### config.mk
export PLATFORM = sky130hd
export DESIGN_NAME = cap_timer_chan
export DESIGN_NICKNAME = d
export VERILOG_FILES = /design/src/rtl/cap_timer_pkg.sv /design/src/rtl/cap_pin_sync.sv /design/src/rtl/cap_counter.sv /design/src/rtl/cap_capture_seq.sv /design/src/rtl/cap_flag_bank.sv /design/src/rtl/cap_timer_chan.sv
export SDC_FILE = /design/constraint.sdc
export NUM_CORES = 1
export LEC_CHECK = 0
export BUFFER_PORTS_ARGS = -buffer_cell sky130_fd_sc_hd__clkbuf_2
export CAP_MARGIN = 5
export CORE_UTILIZATION = 45
export CTS_BUF_LIST = sky130_fd_sc_hd__clkbuf_2
export DETAILED_ROUTE_END_ITERATION = 8
export GPL_TIMING_DRIVEN = 0
export PLACE_DENSITY = 0.7
export SLEW_MARGIN = 20
export SYNTH_ARGS = -nofsm -noshare
export SYNTH_HDL_FRONTEND = slang
export SYNTH_SLANG_ARGS = --single-unit
### constraint.sdc
create_clock -name clk -period 6.85 [get_ports clk]
set_input_delay 2.055 -clock clk [delete_from_list [all_inputs] [get_ports clk]]
set_output_delay 2.055 -clock clk [all_outputs]
set_load 0.005 [all_outputs]
### src/rtl/cap_timer_pkg.sv
package cap_timer_pkg;

   typedef enum logic [1:0] {
      EDGE_NONE = 2'd0,
      EDGE_RISE = 2'd1,
      EDGE_FALL = 2'd2,
      EDGE_BOTH = 2'd3
   } edge_sel_e;

   localparam int FLAG_W    = 6;
   localparam int FLG_OVF   = 0;
   localparam int FLG_LOVR  = 1;
   localparam int FLG_RC    = 2;
   localparam int FLG_RA    = 3;
   localparam int FLG_RB    = 4;
   localparam int FLG_ETRG  = 5;

   function automatic logic edge_hit(input edge_sel_e sel, input logic rise, input logic fall);
      case (sel)
         EDGE_RISE: edge_hit = rise;
         EDGE_FALL: edge_hit = fall;
         EDGE_BOTH: edge_hit = rise | fall;
         default:   edge_hit = 1'b0;
      endcase
   endfunction

endpackage

### src/rtl/cap_pin_sync.sv
module cap_pin_sync #(
   parameter int STAGES = 2
) (
   input  logic clk,
   input  logic rst_n,
   input  logic pin,
   output logic rise,
   output logic fall
);
   localparam int CHAIN_W = STAGES + 1;

   // chain[STAGES-1] is the synchronized level, chain[STAGES] its previous value
   logic [CHAIN_W-1:0] chain;

   always_ff @(posedge clk or negedge rst_n) begin
      if (!rst_n) chain <= '0;
      else        chain <= {chain[CHAIN_W-2:0], pin};
   end

   assign rise =  chain[STAGES-1] & ~chain[STAGES];
   assign fall = ~chain[STAGES-1] &  chain[STAGES];
endmodule

### src/rtl/cap_counter.sv
module cap_counter #(
   parameter int CNT_W = 16
) (
   input  logic             clk,
   input  logic             rst_n,
   input  logic             tick,
   input  logic             clk_en_cmd,
   input  logic             clk_dis_cmd,
   input  logic             trig_in,
   input  logic             rc_trig_en,
   input  logic             halt_now,
   input  logic             kill_now,
   input  logic [CNT_W-1:0] rc_value,
   output logic [CNT_W-1:0] cnt,
   output logic             clk_on,
   output logic             trig_pend,
   output logic             ovf_evt,
   output logic             rc_evt
);
   localparam logic [CNT_W-1:0] CNT_MAX = {CNT_W{1'b1}};
   localparam logic [CNT_W-1:0] CNT_ONE = {{(CNT_W-1){1'b0}}, 1'b1};

   logic             frozen;
   logic             adv;
   logic             zero_tick;
   logic             trig_any;
   logic [CNT_W-1:0] cnt_inc;

   assign cnt_inc   = cnt + CNT_ONE;
   assign zero_tick = tick & clk_on & trig_pend;
   assign adv       = tick & clk_on & ~frozen & ~halt_now & ~kill_now & ~trig_pend;
   assign ovf_evt   = adv & (cnt == CNT_MAX);
   assign rc_evt    = adv & (cnt_inc == rc_value);
   assign trig_any  = trig_in | (rc_evt & rc_trig_en);

   always_ff @(posedge clk or negedge rst_n) begin
      if (!rst_n) begin
         cnt       <= '0;
         clk_on    <= 1'b0;
         frozen    <= 1'b0;
         trig_pend <= 1'b0;
      end else begin
         if (zero_tick)    cnt <= '0;
         else if (adv)     cnt <= cnt_inc;

         if (clk_dis_cmd || kill_now) clk_on <= 1'b0;
         else if (clk_en_cmd)         clk_on <= 1'b1;

         if (trig_any)      frozen <= 1'b0;
         else if (halt_now) frozen <= 1'b1;

         trig_pend <= trig_any | (trig_pend & ~zero_tick);
      end
   end
endmodule

### src/rtl/cap_capture_seq.sv
module cap_capture_seq
   import cap_timer_pkg::*;
#(
   parameter int CNT_W = 16
) (
   input  logic             clk,
   input  logic             rst_n,
   input  logic             active,
   input  logic             a_rise,
   input  logic             a_fall,
   input  edge_sel_e        ra_edge,
   input  edge_sel_e        rb_edge,
   input  logic [CNT_W-1:0] cnt,
   input  logic             ra_rd,
   input  logic             rb_rd,
   output logic [CNT_W-1:0] ra_val,
   output logic [CNT_W-1:0] rb_val,
   output logic             ra_load,
   output logic             rb_load,
   output logic             ra_unread,
   output logic             lovr_evt
);
   logic want_b;
   logic rb_unread;

   assign ra_load  = active & ~want_b & edge_hit(ra_edge, a_rise, a_fall);
   assign rb_load  = active &  want_b & edge_hit(rb_edge, a_rise, a_fall);
   assign lovr_evt = (ra_load & ra_unread) | (rb_load & rb_unread);

   always_ff @(posedge clk or negedge rst_n) begin
      if (!rst_n) begin
         ra_val    <= '0;
         rb_val    <= '0;
         want_b    <= 1'b0;
         ra_unread <= 1'b0;
         rb_unread <= 1'b0;
      end else begin
         if (ra_load) ra_val <= cnt;
         if (rb_load) rb_val <= cnt;

         if (ra_load)      want_b <= 1'b1;
         else if (rb_load) want_b <= 1'b0;

         if (ra_load)    ra_unread <= 1'b1;
         else if (ra_rd) ra_unread <= 1'b0;

         if (rb_load)    rb_unread <= 1'b1;
         else if (rb_rd) rb_unread <= 1'b0;
      end
   end
endmodule

### src/rtl/cap_flag_bank.sv
module cap_flag_bank #(
   parameter int W = 6
) (
   input  logic         clk,
   input  logic         rst_n,
   input  logic [W-1:0] set,
   input  logic         clr,
   output logic [W-1:0] flags
);
   generate
      for (genvar i = 0; i < W; i++) begin : g_flag
         always_ff @(posedge clk or negedge rst_n) begin
            if (!rst_n) flags[i] <= 1'b0;
            else        flags[i] <= set[i] | (flags[i] & ~clr);
         end
      end
   endgenerate
endmodule

### src/rtl/cap_timer_chan.sv
module cap_timer_chan
   import cap_timer_pkg::*;
#(
   parameter int CNT_W       = 16,
   parameter int SYNC_STAGES = 2
) (
   input  logic              clk,
   input  logic              rst_n,
   input  logic              tick,
   input  logic              pin_a,
   input  logic              pin_b,
   input  logic              sw_trig,
   input  logic              clk_en_cmd,
   input  logic              clk_dis_cmd,
   input  logic [1:0]        cfg_ra_edge,
   input  logic [1:0]        cfg_rb_edge,
   input  logic [1:0]        cfg_trg_edge,
   input  logic              cfg_trg_from_a,
   input  logic              cfg_rc_trig_en,
   input  logic              cfg_stop_on_rb,
   input  logic              cfg_dis_on_rb,
   input  logic [CNT_W-1:0]  rc_value,
   input  logic              ra_rd,
   input  logic              rb_rd,
   input  logic              stat_clr,
   output logic [CNT_W-1:0]  cnt,
   output logic [CNT_W-1:0]  ra_val,
   output logic [CNT_W-1:0]  rb_val,
   output logic              clk_on,
   output logic [FLAG_W-1:0] flags
);
   localparam int NPINS = 2;

   initial begin
      if (CNT_W < 2 || CNT_W > 32) $fatal(1, "CNT_W must lie in 2..32");
      if (SYNC_STAGES < 2)         $fatal(1, "SYNC_STAGES must be at least 2");
   end

   logic [NPINS-1:0]  pins_in;
   logic [NPINS-1:0]  rise_v;
   logic [NPINS-1:0]  fall_v;
   logic              trg_rise;
   logic              trg_fall;
   logic              ext_trig;
   logic              ra_load;
   logic              rb_load;
   logic              ra_unread;
   logic              lovr_evt;
   logic              trig_pend;
   logic              ovf_evt;
   logic              rc_evt;
   logic              halt_now;
   logic              kill_now;
   logic [FLAG_W-1:0] flag_set;

   assign pins_in = {pin_b, pin_a};

   generate
      for (genvar p = 0; p < NPINS; p++) begin : g_pin
         cap_pin_sync #(.STAGES(SYNC_STAGES)) u_sync (
            .clk  (clk),
            .rst_n(rst_n),
            .pin  (pins_in[p]),
            .rise (rise_v[p]),
            .fall (fall_v[p])
         );
      end
   endgenerate

   assign trg_rise = cfg_trg_from_a ? rise_v[0] : rise_v[1];
   assign trg_fall = cfg_trg_from_a ? fall_v[0] : fall_v[1];
   assign ext_trig = edge_hit(edge_sel_e'(cfg_trg_edge), trg_rise, trg_fall);

   assign halt_now = rb_load & cfg_stop_on_rb;
   assign kill_now = rb_load & cfg_dis_on_rb;

   cap_counter #(.CNT_W(CNT_W)) u_cnt (
      .clk        (clk),
      .rst_n      (rst_n),
      .tick       (tick),
      .clk_en_cmd (clk_en_cmd),
      .clk_dis_cmd(clk_dis_cmd),
      .trig_in    (sw_trig | ext_trig),
      .rc_trig_en (cfg_rc_trig_en),
      .halt_now   (halt_now),
      .kill_now   (kill_now),
      .rc_value   (rc_value),
      .cnt        (cnt),
      .clk_on     (clk_on),
      .trig_pend  (trig_pend),
      .ovf_evt    (ovf_evt),
      .rc_evt     (rc_evt)
   );

   cap_capture_seq #(.CNT_W(CNT_W)) u_cap (
      .clk      (clk),
      .rst_n    (rst_n),
      .active   (clk_on),
      .a_rise   (rise_v[0]),
      .a_fall   (fall_v[0]),
      .ra_edge  (edge_sel_e'(cfg_ra_edge)),
      .rb_edge  (edge_sel_e'(cfg_rb_edge)),
      .cnt      (cnt),
      .ra_rd    (ra_rd),
      .rb_rd    (rb_rd),
      .ra_val   (ra_val),
      .rb_val   (rb_val),
      .ra_load  (ra_load),
      .rb_load  (rb_load),
      .ra_unread(ra_unread),
      .lovr_evt (lovr_evt)
   );

   always_comb begin
      flag_set           = '0;
      flag_set[FLG_OVF]  = ovf_evt;
      flag_set[FLG_LOVR] = lovr_evt;
      flag_set[FLG_RC]   = rc_evt;
      flag_set[FLG_RA]   = ra_load;
      flag_set[FLG_RB]   = rb_load;
      flag_set[FLG_ETRG] = ext_trig;
   end

   cap_flag_bank #(.W(FLAG_W)) u_flags (
      .clk  (clk),
      .rst_n(rst_n),
      .set  (flag_set),
      .clr  (stat_clr),
      .flags(flags)
   );
endmodule

==> impl_metrics.json <==
{
  "core.rowCount": 30,
  "cp_cell_sequence": "clkbuf_2 > mux2i_1 > a21oi_1 > nor2_1 > clkbuf_1 > mux2_2",
  "finalWirelength_um": 7940,
  "port_buffers": 91,
  "final.setup.tns_ps": 0,
  "post-route-min-period_ps": 3670,
  "grt.overflow.total": 0,
  "outcome": "finished, final reports clean",
  "drv_cap": 0,
  "postRouteAntennaNets": 0,
  "postSynth.asyncResetShare": 1.00,
  "synth_nets": 354,
  "clkTransAtPathRegs_ps": 180,
  "cts_buffers": 9,
  "cts_tree": "done",
  "ctsHoldBuffers": 0,
  "synth_ff_type": "dfrtp_1",
  "grt_max_degree": 35,
  "crit_required_ps": 7240,
  "antenna_found_initial": 0,
  "drive_gt1_frac": 0.360,
  "post_cts_resized": 0,
  "synth_area_um2": 3320,
  "slowest_stage": "nor2_1",
  "clk_latency_ps": 490,
  "grt_use_total": 0.223,
  "hold_path_class": "reg -> reg",
  "power_density_nw_per_um2": 183,
  "fin_util": 0.579,
  "clock_tree.root_cell": "clkbuf_2",
  "crit_path_end_kind": "register",
  "cpPeakStageDelay_ps": 680,
  "core_um2": 6940,
  "final_net_count": 457,
  "irDropWorstVdd_mv": 0.111,
  "rsz0062_at_grt": "no",
  "grt_pass1_wl_um": 13000,
  "clock_path_buffers": 2,
  "synthDistinctLibCells": 51,
  "cp_max_fo": 10,
  "gp_congestion": 0.862,
  "syn2layout_area_growth_pct": 21.3,
  "p_total_mw": 0.736,
  "timing.fmax_mhz": 272,
  "initial_core_util": 0.478,
  "antenna_cells": 0,
  "n_fill_cell": 640,
  "wire_per_inst_um": 15.3,
  "criticalPathCategory": "in -> reg",
  "synth_edf_count": 0,
  "die_area_um2": 7720,
  "slew_headroom": 0.410,
  "drc": 0,
  "drv_slew": 0,
  "setup_violations": 0,
  "holdWs_ps": 371,
  "die_h_um": 87.9,
  "h-tree-depth": 3,
  "dr.pass1.iters": 4,
  "worstSetupStartpointType": "input port",
  "synthCells": 314,
  "cp.arrival_ps": 4060,
  "via_per_inst": 5.33,
  "synth-seq-cells": 66,
  "worst_pin_slew_ps": 882,
  "fin_crit_sh": 0.536,
  "skew_ps": 18.2,
  "power_leakage_nw": 2.02,
  "synth_warnings": 0,
  "cts_sinks": 66,
  "pin_count": 92,
  "grt_pass1_vias": 2636,
  "via_count": 2763,
  "finalHoldViolCount": 0,
  "ys_seq_area_frac": 0.498,
  "syn_area_per_cell_um2": 10.6,
  "chipWidth_um": 87.9,
  "hpwl_um": 5940,
  "drt_iter0_markers": 123,
  "cts_setup_buffers": 0
}
path summary, 6_finish.rpt:
kind	to	cells after the start	from	slack (ps)
worst max register to register	u_cnt.trig_pend$_DFF_PN0_	8	u_cnt.cnt[1]$_DFFE_PN0P_	3950
worst min-delay path	g_pin[1].u_sync.chain[1]$_DFF_PN0_	0	g_pin[1].u_sync.chain[0]$_DFF_PN0_	370
max in group asynchronous	u_cap.ra_val[4]$_DFFE_PN0P_	2	rst_n	4790
worst max-delay path	u_cap.ra_val[12]$_DFFE_PN0P_	6	cfg_ra_edge[0]	3180
min in group asynchronous	u_cap.ra_val[10]$_DFFE_PN0P_	1	rst_n	1520
worst min register to register	g_pin[1].u_sync.chain[1]$_DFF_PN0_	0	g_pin[1].u_sync.chain[0]$_DFF_PN0_	370
Yosys cell counts (all sizes together) (5+ instances only):
master | count | share of area
dfrtp | 66 | 0.50
mux2 | 29 | 0.098
o21ai | 25 | 0.038
nand2 | 23 | 0.026
nand3 | 19 | 0.029
nor2 | 16 | 0.018
inv | 12 | 0.014
xnor2 | 11 | 0.029
clkbuf | 10 | 0.011
buf | 9 | 0.015
xor2 | 7 | 0.018
a21oi | 6 | 0.0091
a21o | 5 | 0.011
a22o | 5 | 0.013
nor4 | 5 | 0.0094
or3 | 5 | 0.010
layout by cell type, fill, tap and decap left out, drive strengths merged, types with 6 or more instances in the layout:
cell type,instances
mux2,29
nand3,19
inv,12
buf,10
nor2,16
nand2,23
o21ai,25
a21oi,6
clkbuf,111
dfrtp,66
xnor2,11
xor2,7
per-layer routing:
metal,GRT usage,vias up,part of all wire
li1,-,1332,-
met1,0.301,1328,0.45
met2,0.345,90,0.47
met3,0.0490,13,0.059
met4,0.0999,0,0.019
met5,0,-,0
flip-flops by register name (all words and copies together) (netlist names):
name and flops:
u_cnt.clk_on 1, u_cap.want_b 1, u_cnt.trig_pend 1, u_cnt.frozen 1
u_cap.ra_unread 1, u_cap.ra_val 16, u_cap.rb_val 16, u_cnt.cnt 16
u_cap.rb_unread 1, g_pin.u_sync.chain 6, u_flags.flags 6
critical path, delay by kind of cell:
| family | cells | cell delay (ps) |
|---|---|---|
| multiplexers | 2 | 590 |
| buffers and inverters | 2 | 620 |
| AO/OA/AOI/OAI | 1 | 110 |
| AND/OR/NAND/NOR | 1 | 680 |
area by class of cell:
class	count	area, um^2	area share
Tap cell	96	120	0.0299
Sequential cell	66	1650	0.410
Multi-Input combinational cell	217	1530	0.381
Buffer	19	87.6	0.0218
Clock inverter	6	57.6	0.0143
Inverter	12	45.0	0.0112
Timing Repair Buffer	92	478	0.119
Clock buffer	10	50.0	0.0124
per-stage QoR:
stage | setup slack [ps] | std cells | instance area (um^2)
global placement | 2660 | 501 | 3890
CTS | 3140 | 518 | 4020
global route | 2960 | 518 | 4020
finish | 3180 | 518 | 4020
detailed placement | 2630 | 502 | 3920
floorplan | 3150 | 314 | 3320
where the power goes:
part	internal, mW	total [mW]	leakage [nW]	switching [mW]
combinational	0.0434	0.0914	1.06	0.0480
sequential	0.408	0.419	0.895	0.0112
clock	0.0826	0.225	0.0630	0.143
logic make-up (layout without fill, tap and decap cells):
group           Yosys count  count (layout)  share of synthesized area
fa+ha+maj                 3               3                     0.0113
mux                      32              32                      0.107
flops                    66              66                      0.498
compound gates           64              64                      0.129
buf+inv                  31             139                     0.0400
simple gates            100             100                      0.167
xor+xnor                 18              18                     0.0475
No activity file was read; power rests on OpenSTA's default activity.
